<file path="src/rtl/os3_uart_pkg.sv">
package os3_uart_pkg;

    typedef enum logic {
        CAP_IDLE = 1'b0,
        CAP_BUSY = 1'b1
    } cap_state_e;

    // number of samples in one capture window
    function automatic int window_len(input int ovs, input int dbits, input int stops);
        return ovs * (1 + dbits) + stops;
    endfunction

    // capture index of the middle sample of data bit i
    function automatic int mid_index(input int ovs, input int i);
        return ovs * (i + 1) + ovs / 2;
    endfunction

endpackage

</file>
<file path="src/rtl/os3_sync.sv">
module os3_sync #(
    parameter int STAGES = 2
) (
    input  logic clk,
    input  logic rst_n,
    input  logic d_in,
    output logic d_out
);
    typedef struct packed {
        logic [STAGES-1:0] chain;
    } sync_t;

    sync_t st_d, st_q;

    always_comb begin
        st_d = st_q;
        st_d.chain[0] = d_in;
        for (int i = 1; i < STAGES; i++) begin
            st_d.chain[i] = st_q.chain[i-1];
        end
    end

    always_ff @(posedge clk or negedge rst_n) begin
        if (!rst_n) st_q <= '{chain: '1};
        else        st_q <= st_d;
    end

    assign d_out = st_q.chain[STAGES-1];
endmodule

</file>
<file path="src/rtl/os3_capture.sv">
module os3_capture
    import os3_uart_pkg::*;
#(
    parameter int DATA_BITS    = 8,
    parameter int OVS          = 3,
    parameter int STOP_SAMPLES = 2
) (
    input  logic                 clk,
    input  logic                 rst_n,
    input  logic                 tick,
    input  logic                 line_s,
    output logic                 done,
    output logic [DATA_BITS-1:0] byte_out,
    output logic                 busy
);
    localparam int WINDOW = window_len(OVS, DATA_BITS, STOP_SAMPLES);
    localparam int CNT_W  = $clog2(WINDOW);
    localparam int LAST   = WINDOW - 1;

    typedef struct packed {
        cap_state_e           state;
        logic [CNT_W-1:0]     cnt;
        logic [DATA_BITS-1:0] data;
    } cap_t;

    cap_t st_d, st_q;
    logic done_c;

    always_comb begin
        st_d   = st_q;
        done_c = 1'b0;
        if (tick) begin
            case (st_q.state)
                CAP_IDLE: begin
                    if (!line_s) begin
                        st_d.state = CAP_BUSY;
                        st_d.cnt   = CNT_W'(1);
                    end
                end
                CAP_BUSY: begin
                    for (int i = 0; i < DATA_BITS; i++) begin
                        if (int'(st_q.cnt) == mid_index(OVS, i)) begin
                            st_d.data[i] = line_s;
                        end
                    end
                    if (int'(st_q.cnt) == LAST) begin
                        done_c     = 1'b1;
                        st_d.state = CAP_IDLE;
                        st_d.cnt   = '0;
                    end else begin
                        st_d.cnt = st_q.cnt + CNT_W'(1);
                    end
                end
                default: st_d.state = CAP_IDLE;
            endcase
        end
    end

    always_ff @(posedge clk or negedge rst_n) begin
        if (!rst_n) st_q <= '{state: CAP_IDLE, cnt: '0, data: '0};
        else        st_q <= st_d;
    end

    assign done     = done_c;
    assign byte_out = st_q.data;
    assign busy     = (st_q.state == CAP_BUSY);
endmodule

</file>
<file path="src/rtl/os3_holding.sv">
module os3_holding #(
    parameter int DATA_BITS = 8
) (
    input  logic                 clk,
    input  logic                 rst_n,
    input  logic                 load,
    input  logic [DATA_BITS-1:0] load_data,
    input  logic                 ready,
    input  logic                 ovr_clr,
    output logic [DATA_BITS-1:0] data,
    output logic                 valid,
    output logic                 ovr
);
    typedef struct packed {
        logic                 valid;
        logic                 ovr;
        logic [DATA_BITS-1:0] data;
    } hold_t;

    hold_t st_d, st_q;

    always_comb begin
        st_d = st_q;
        if (st_q.valid && ready) st_d.valid = 1'b0;
        if (ovr_clr)             st_d.ovr   = 1'b0;
        if (load) begin
            st_d.valid = 1'b1;
            st_d.data  = load_data;
            if (st_q.valid && !ready) st_d.ovr = 1'b1;
        end
    end

    always_ff @(posedge clk or negedge rst_n) begin
        if (!rst_n) st_q <= '{valid: 1'b0, ovr: 1'b0, data: '0};
        else        st_q <= st_d;
    end

    assign data  = st_q.data;
    assign valid = st_q.valid;
    assign ovr   = st_q.ovr;
endmodule

</file>
<file path="src/rtl/os3_uart_rx.sv">
module os3_uart_rx #(
    parameter int DATA_BITS    = 8,
    parameter int OVS          = 3,
    parameter int STOP_SAMPLES = 2,
    parameter int SYNC_STAGES  = 2
) (
    input  logic                 clk,
    input  logic                 rst_n,
    input  logic                 sample_tick,
    input  logic                 rx_line,
    output logic [DATA_BITS-1:0] rx_data,
    output logic                 rx_valid,
    input  logic                 rx_ready,
    output logic                 rx_overrun,
    input  logic                 overrun_clr
);
    logic                 line_s;
    logic                 frame_done;
    logic                 cap_busy;
    logic [DATA_BITS-1:0] cap_byte;

    os3_sync #(.STAGES(SYNC_STAGES)) u_sync (
        .clk   (clk),
        .rst_n (rst_n),
        .d_in  (rx_line),
        .d_out (line_s)
    );

    os3_capture #(
        .DATA_BITS    (DATA_BITS),
        .OVS          (OVS),
        .STOP_SAMPLES (STOP_SAMPLES)
    ) u_capture (
        .clk      (clk),
        .rst_n    (rst_n),
        .tick     (sample_tick),
        .line_s   (line_s),
        .done     (frame_done),
        .byte_out (cap_byte),
        .busy     (cap_busy)
    );

    os3_holding #(.DATA_BITS(DATA_BITS)) u_holding (
        .clk       (clk),
        .rst_n     (rst_n),
        .load      (frame_done),
        .load_data (cap_byte),
        .ready     (rx_ready),
        .ovr_clr   (overrun_clr),
        .data      (rx_data),
        .valid     (rx_valid),
        .ovr       (rx_overrun)
    );
endmodule

</file>
<file path="config.mk">
export PLATFORM = sky130hd
export DESIGN_NAME = os3_uart_rx
export DESIGN_NICKNAME = d
export VERILOG_FILES = /design/src/rtl/os3_uart_pkg.sv /design/src/rtl/os3_sync.sv /design/src/rtl/os3_capture.sv /design/src/rtl/os3_holding.sv /design/src/rtl/os3_uart_rx.sv
export SDC_FILE = /design/constraint.sdc
export NUM_CORES = 1
export LEC_CHECK = 0
export BUFFER_PORTS_ARGS = -buffer_cell sky130_fd_sc_hd__clkbuf_2
export CAP_MARGIN = 30
export CORE_MARGIN = 5
export CORE_UTILIZATION = 59
export DETAILED_ROUTE_END_ITERATION = 16
export GPL_TIMING_DRIVEN = 0
export PLACE_DENSITY_LB_ADDON = 0.2
export SLEW_MARGIN = 20
export SYNTH_ARGS = -nofsm -noshare
export SYNTH_HDL_FRONTEND = slang
export SYNTH_SLANG_ARGS = --single-unit
</file>
<file path="constraint.sdc">
create_clock -name clk -period 2.9 [get_ports clk]
set_clock_uncertainty 0.1 [all_clocks]
set_input_delay 0.29 -clock clk [delete_from_list [all_inputs] [get_ports clk]]
set_output_delay 0.29 -clock clk [all_outputs]
set_load 0.01 [all_outputs]
</file>
==> summary.md, run 1 <==
| Metric | Value |
|---|---|
| Leakage Power | 0.692 nW |
| Outcome | complete, no violations |
| Sum of negative setup slack | 0 ns |
| Port Buf Inserts | 15 |
| Worst Min Path Start | overrun_clr |
| Yosys cell types | 31 |
| Async SR Flop Fraction | 100% |
| Most used DFF post-synth | dfrtp_1 |
| CP arrival | 2.08 ns |
| CP Max Fanout | 8 |
| GRT Residual Overflow | 0 |
| Layout Nets | 127 |
| CTS tree | built |
| DP Wirelength | 1560 um |
| Crit start category | flip-flop |
| Post-synth EDFFs | 0 |
| Synthesized area | 0.00121 mm2 |
| Terminus of the critical flop-to-flop path | u_holding.data[5]$_DFFE_PN0P_ |
| Power Dens Cells | 888 mW/mm2 |
| Via Count | 824 |
| H-tree levels | 1 |
| Initial antenna violation count | 0 |
| Die width | 55.3 um |
| Hold Vio Cnt, Final | 0 |
| Worst R2R Start | u_capture.st_q[8]$_DFFE_PN0P_ |
| Hold Crit Endpoint | u_holding.ovr$_DFF_PN0_ |
| Full die area | 0.00306 mm2 |
| #FFs+latches synth | 26 |
| Site Rows | 16 |
| Worst path slowest cell | dfrtp_1 |
| Max IR drop VDD | 0.640 mV |
| Top-count cell post-synth | dfrtp_1 |
| Routed len/inst | 15.5 um |
| Synth Warn # | 0 |
| Clock slew at reported path FFs | 0.14 ns |
| RD Place Congestion | 0.779 |
| CTS resizes | 0 |
| Hold slack | 0.0184 ns |
| # IOs | 16 |
| Slew Limit Headroom | 57.4% |
| Initial drt markers | 25 |
| Max Cap Viol | 0 |
| Number of global-route vias before repair | 855 |
| Initial Util | 61.7% |
| CP Capture Type | flip-flop |
| Drt first pass iters | 4 |
| Routed wire length | 2220 um |
| Largest net degree at the start of global routing | 27 |
| Crit share post-route | 67.1% |
| Final min period | 1.95 ns |
| Setup CP Type | flip-flop to flip-flop |
| Worst skew pair latency | 0.33 ns |
| Clk sinks | 26 |
| Root buffer selected by CTS | clkbuf_4 |
| Peak Freq | 0.514 GHz |
| Critical path required time | 3.03 ns |
| Global Route Usage Sum | 16.6% |
| Fillers | 147 |
| Slew Viols, Final | 0 |
| Post-Syn Nets | 105 |
| CTS buffer count | 3 |
| Setup repair after global routing missed its margin | false |
| Worst Tran Pin Value | 0.639 ns |
| Core Box Area | 0.00196 mm2 |
| Layout cells sized above 1 | 37.9% |
| Crit-path cells | inv_1, ha_1, nand4_2, or2_1, buf_6, mux2_4 |
| Area grow syn2layout | 15.0% |
| Multi-input gate area | 504 um2 |
| R2R Setup Slk | 0.95 ns |
| Min-delay worst type | input port to flip-flop |
| Storage cell area | 653 um2 |
| Post-synth top area cell | dfrtp_1 |
| Finish-stage setup viols | 0 |
| Top cells by area, synth | dfrtp_1 (50%), mux2_2 (9.3%), mux2_4 (7.4%) |
| Yosys top cell area share | 49.6% |
| Top delay family on crit path | flip-flops |
| Cell count after synthesis | 95 |
| Syn_area_per_cell | 12.7 um2 |
| Commonest cells in the netlist | dfrtp_1 (24), mux2_2 (10), mux2_4 (6), nand4_1 (6) |
| Hold depth | 2 |
| Vias/cell | 5.76 |
| Chip height | 55.3 um |
| Core Util, Final | 70.9% |
| CP max stage delay | 0.46 ns |
| DRT antenna net count | 0 |
| Seq/Total Area, Yosys | 54.0% |
| Buf+Inv Stages, Crit Path | 2 |
| Ant diodes | 0 |
| Maximum root-to-sink buffer count | 2 |
| R2R cell count | 6 |
| Global-route wire length before repair | 4060 um |
| Residual DRC | 0 |
[power by group]
group	internal [W]	switching [W]
logic	0.000215	0.000211
registers	0.000479	0.0000783
clock network	0.000140	0.000112
[flip-flops by register name (all words and copies together) (netlist names)]
register            count
u_capture.busy          1
u_capture.byte_out      8
u_capture.st_q          5
u_holding.data          8
u_holding.ovr           1
u_holding.valid         1
u_sync.st_q             2
[routing by layer]
| layer | GRT usage [%] | share of wire (%) | wire length, um |
|---|---|---|---|
| met1 | 20.8 | 43 | 960 |
| met2 | 26.7 | 50 | 1120 |
| met3 | 3.96 | 4.0 | 88 |
| met4 | 8.33 | 2.3 | 52 |
| met5 | 0 | 0 | 0 |
[timing repair]
| item | in CTS | in global routing |
|---|---|---|
| hold buffers | 2 | 0 |
| hold endpoints to repair | 25 | 0 |
| setup buffers | 0 | 0 |
[metrics by stage]
step	cell area, um2	power [W]	worst slack [ns]	instances
final	1390	0.00124	0.955	143
after global routing	1390	0.00131	0.904	143
after CTS	1390	0.00124	0.968	143
after detailed placement	1320	0.000989	0.982	137
after global placement	1320	0.000952	1.04	137
after floorplan	1210	0.000862	1.18	95
[worst max-delay path by stage]
stage | from | endpoint | cells past startpoint
5_1_grt | u_capture.st_q[8]$_DFFE_PN0P_ | u_holding.data[4]$_DFFE_PN0P_ | 6
2_1_floorplan | u_capture.st_q[8]$_DFFE_PN0P_ | u_holding.data[0]$_DFFE_PN0P_ | 6
4_1_cts | u_capture.st_q[8]$_DFFE_PN0P_ | u_holding.data[1]$_DFFE_PN0P_ | 6
3_3_place_gp | u_capture.st_q[8]$_DFFE_PN0P_ | u_holding.data[0]$_DFFE_PN0P_ | 6
3_5_place_dp | u_capture.st_q[8]$_DFFE_PN0P_ | u_holding.data[1]$_DFFE_PN0P_ | 6
6_report | u_capture.st_q[8]$_DFFE_PN0P_ | u_holding.data[5]$_DFFE_PN0P_ | 6
[layout by cell type (no fill, tap or decap), types with 2 or more instances in the layout]
| master | instances |
|---|---|
| dfstp_2 | 2 |
| o21ai_0 | 4 |
| dlygate4sd3_1 | 2 |
| nand3_1 | 4 |
| dfrtp_1 | 24 |
| mux2_2 | 10 |
| clkbuf_2 | 16 |
| ha_1 | 4 |
| inv_1 | 4 |
| buf_2 | 2 |
| mux2_4 | 6 |
| nand4_1 | 6 |
| nand2b_1 | 2 |
| nand2_1 | 3 |
| nor2b_1 | 2 |
| a211o_1 | 2 |
| nor2_1 | 3 |
| clkbuf_4 | 3 |
| and4b_1 | 2 |
[final cells by class]
| class | instances | share of cell area [%] |
|---|---|---|
| multi-input cells | 59 | 36.2 |
| well taps | 27 | 2.43 |
| clock buffers | 3 | 1.62 |
| plain buffers | 6 | 2.70 |
| repair buffers | 17 | 6.83 |
| inverters | 4 | 1.08 |
| flip-flops and latches | 26 | 46.9 |
| clock inverters | 1 | 2.16 |
[logic make-up after synthesis]
family                     Yosys count  synth area share [%]
adders and majority gates            4                  4.14
and+or+nand+nor                     28                  14.4
DFF                                 26                  54.0
AOI/OAI and AO/OA                   11                  6.41
muxes                               16                  16.8
buffers and inverters               10                  4.34
[worst register-to-register path, stage by stage, from the launching register on]
cell and delay [ns]:
dfrtp_1 0.46, inv_1 0.13, ha_1 0.26, nand4_2 0.18, or2_1 0.28, buf_6 0.15, mux2_4 0.29
Power figures use the tool's default switching activity.
==> run 2: changes to the inputs <==
Settings changed: CORE_UTILIZATION 59 to 55.
Clock period 2.9 ns to 1.9 ns, I/O delays scaled along.
==> run 2 against run 1 <==
Total power rose by 43%. Register-to-register slack got worse by 0.88 ns. Final cell count grew 2.1%. Utilization down 6.0 points. Highest routed layer unchanged. Largest cell class unchanged. First-iteration DRC count is 76% lower.
==> summary.md, run 2 (synthesis gave the netlist of run 1 again) <==
| Metric | Value |
|---|---|
| Outcome | complete, no violations |
| Sw Pwr | 0.000606 W (+51%) |
| CP Capture Type | flip-flop |
| DP Worst Slack | -0.00980 ns (-0.992 ns) |
| Slack of the critical path | 0.0785 ns (-0.876 ns) |
| Leakage Power | 0.689 nW (-0.57%) |
| Routed len/inst | 14.5 um (-6.8%) |
| Largest net degree at the start of global routing | 27 (unchanged) |
| Full die area | 0.00324 mm2 (+5.9%) |
| Sequential power share | 47.5% (+2.4 points) |
| Clock slew at reported path FFs | 0.14 ns (about the same) |
| Crit path depth | 6 (unchanged) |
| Initial drt markers | 6 (-76%) |
| R2R cell count | 6 (unchanged) |
| Clk sinks | 26 (unchanged) |
| H-tree levels | 1 (unchanged) |
| Critical path required time | 2.01 ns (-1.02 ns) |
| Fillers | 168 (+14%) |
| Vias/cell | 5.52 (-4.2%) |
| Comb pwr share | 38.9% (+4.4 points) |
| Initial Util | 56.3% (-5.4 points) |
| Switch share | 34.2% (+1.8 points) |
| GRT Residual Overflow | 0 (unchanged) |
| Die width | 56.9 um (+2.9%) |
| CTS tree | built |
| Buf+Inv Stages, Crit Path | 2 (unchanged) |
| Peak Freq | 0.549 GHz (+6.8%) |
| Site Rows | 17 (+1) |
| Worst path slowest cell | dfrtp_1 |
| Ant diodes | 0 (unchanged) |
| Initial antenna violation count | 0 (unchanged) |
| Routed wire length | 2110 um (-4.9%) |
| Power Internal | 0.00116 W (+40%) |
| # IOs | 16 (unchanged) |
| Maximum root-to-sink buffer count | 2 (unchanged) |
| Clock power share | 13.5% (-6.9 points) |
| Slew Viols, Final | 0 (unchanged) |
| Setup CP Type | flip-flop to flip-flop |
| RD Place Congestion | 0.753 (-3.4%) |
| Crit share post-route | 95.9% (+29 points) |
| Layout cells sized above 1 | 38.1% (+0.20 points) |
| Max Cap Viol | 0 (unchanged) |
| Most frequent cells in the layout | dfrtp_1 (24), clkbuf_2 (16), mux2_2 (10), nand4_1 (6), mux2_4 (6) |
| CP arrival | 1.94 ns (-0.14 ns) |
| Worst skew pair latency | 0.33 ns (about the same) |
| DP Wirelength | 1520 um (-2.4%) |
| Via Count | 806 (-2.2%) |
| Final Power | 0.00177 W (+43%) |
| CP Max Fanout | 8 (unchanged) |
| Final min period | 1.82 ns (-0.124 ns) |
| Top delay family on crit path | flip-flops |
| Residual DRC | 0 (unchanged) |
| Setup repair after global routing missed its margin | false |
| Hold depth | 3 (+1) |
| Number of global-route vias before repair | 837 (-2.1%) |
| CTS buffer count | 3 (unchanged) |
| Max IR drop VDD | 0.667 mV (+4.2%) |
| Crit-path cells | inv_1, ha_2, nand4_4, or2_1, buf_6, mux2_4 |
| Area grow syn2layout | 15.3% |
| Root buffer selected by CTS | clkbuf_4 |
| Global Route Usage Sum | 14.6% (-2.0 points) |
| Hold Vio Cnt, Final | 0 (unchanged) |
| Finish-stage setup viols | 0 (unchanged) |
| Worst Tran Pin Value | 0.612 ns (-0.0261 ns) |
| Drt first pass iters | 4 (unchanged) |
| Chip height | 56.9 um (+2.9%) |
| Power Dens Cells | 1270 mW/mm2 (+43%) |
| Layout Nets | 129 (+1.6%) |
| Commonest non-fill, non-tap cell in the layout | dfrtp_1 |
| Global-route wire length before repair | 3740 um (-8.0%) |
| DRT antenna net count | 0 (unchanged) |
| CP max stage delay | 0.45 ns (about the same) |
| Slew Limit Headroom | 59.2% (+1.7 points) |
| Min-delay worst type | input port to flip-flop |
| Core Box Area | 0.00215 mm2 (+9.5%) |
| Crit start category | flip-flop |
| Port Buf Inserts | 15 (unchanged) |
-- run 2: changes by cell type in the layout (fill, tap and decap cells not counted), sizes merged --
cell | before | now
dlygate4sd3 | 2 | 3
clkbuf | 20 | 21
buf | 4 | 5
bufinv | 1 | 0
-- run 2: final cells by class --
cell class	count	area (um2)	area share, %
buffer	6	37.5	2.69
multi-input combinational	59	515	37.0
timing repair buffer	19	113	8.07
clock buffer	4	26.3	1.88
tap	28	35.0	2.51
sequential	26	653	46.8
inverter	4	15.0	1.08
-- run 2: power groups by stage --
stage               logic [W]  registers (W)  clock network (W)
floorplan            0.000459       0.000857                  0
global placement     0.000607       0.000846                  0
detailed placement   0.000643       0.000858                  0
CTS                  0.000684       0.000835           0.000245
global route         0.000759       0.000867           0.000267
finish               0.000689       0.000842           0.000240
-- run 2: worst paths after layout --
check / startpoint / endpoint / slack (ns)
setup / recovery: u_capture.st_q[9]$_DFFE_PN0P_ / u_holding.data[1]$_DFFE_PN0P_ / 0.08
hold / removal: rx_ready / u_holding.valid$_DFFE_PN0P_ / 0.05
setup reg to reg: u_capture.st_q[9]$_DFFE_PN0P_ / u_holding.data[1]$_DFFE_PN0P_ / 0.08
hold reg to reg: u_sync.st_q[0]$_DFF_PN1_ / u_sync.st_q[1]$_DFF_PN1_ / 0.27
max in group asynchronous: rst_n / u_holding.data[6]$_DFFE_PN0P_ / 1.01
min in group asynchronous: rst_n / u_capture.byte_out[0]$_DFFE_PN0P_ / 0.28
-- run 2: repair_timing --
action | 4_1_cts | 5_1_grt
endpoints found under the setup margin | 6 | 7
buffers inserted | 1 | 0
hold buffers | 3 | 0
gates resized for setup | 1 | 2
endpoints found under the hold margin | 26 | 0
-- run 2: worst min-delay path: stages --
cell	delay, ns
clkbuf_2	0.07
nand2b_1	0.12
nand2_1	0.06
-- run 2: layer usage --
metal / wire (um) / vias up / GRT usage, %
li1: - / 386 / -
met1: 932 / 397 / 18.5
met2: 1050 / 18 / 24.0
met3: 80 / 5 / 2.53
met4: 51 / 0 / 6.95
met5: 0 / - / 0
-- run 2: through the flow --
step                      utilization, %  hold WS (ns)  setup TNS (ns)  cell area, um2  std cells
after floorplan                        -        -0.206               0            1210         95
after CTS                           64.5        0.0564               0            1390        146
after global routing                64.9        0.0538               0            1400        146
final                               64.9        0.0494               0            1400        146
after detailed placement            61.4         0.130         -0.0138            1320        138
after global placement              61.4         0.130               0            1320        138
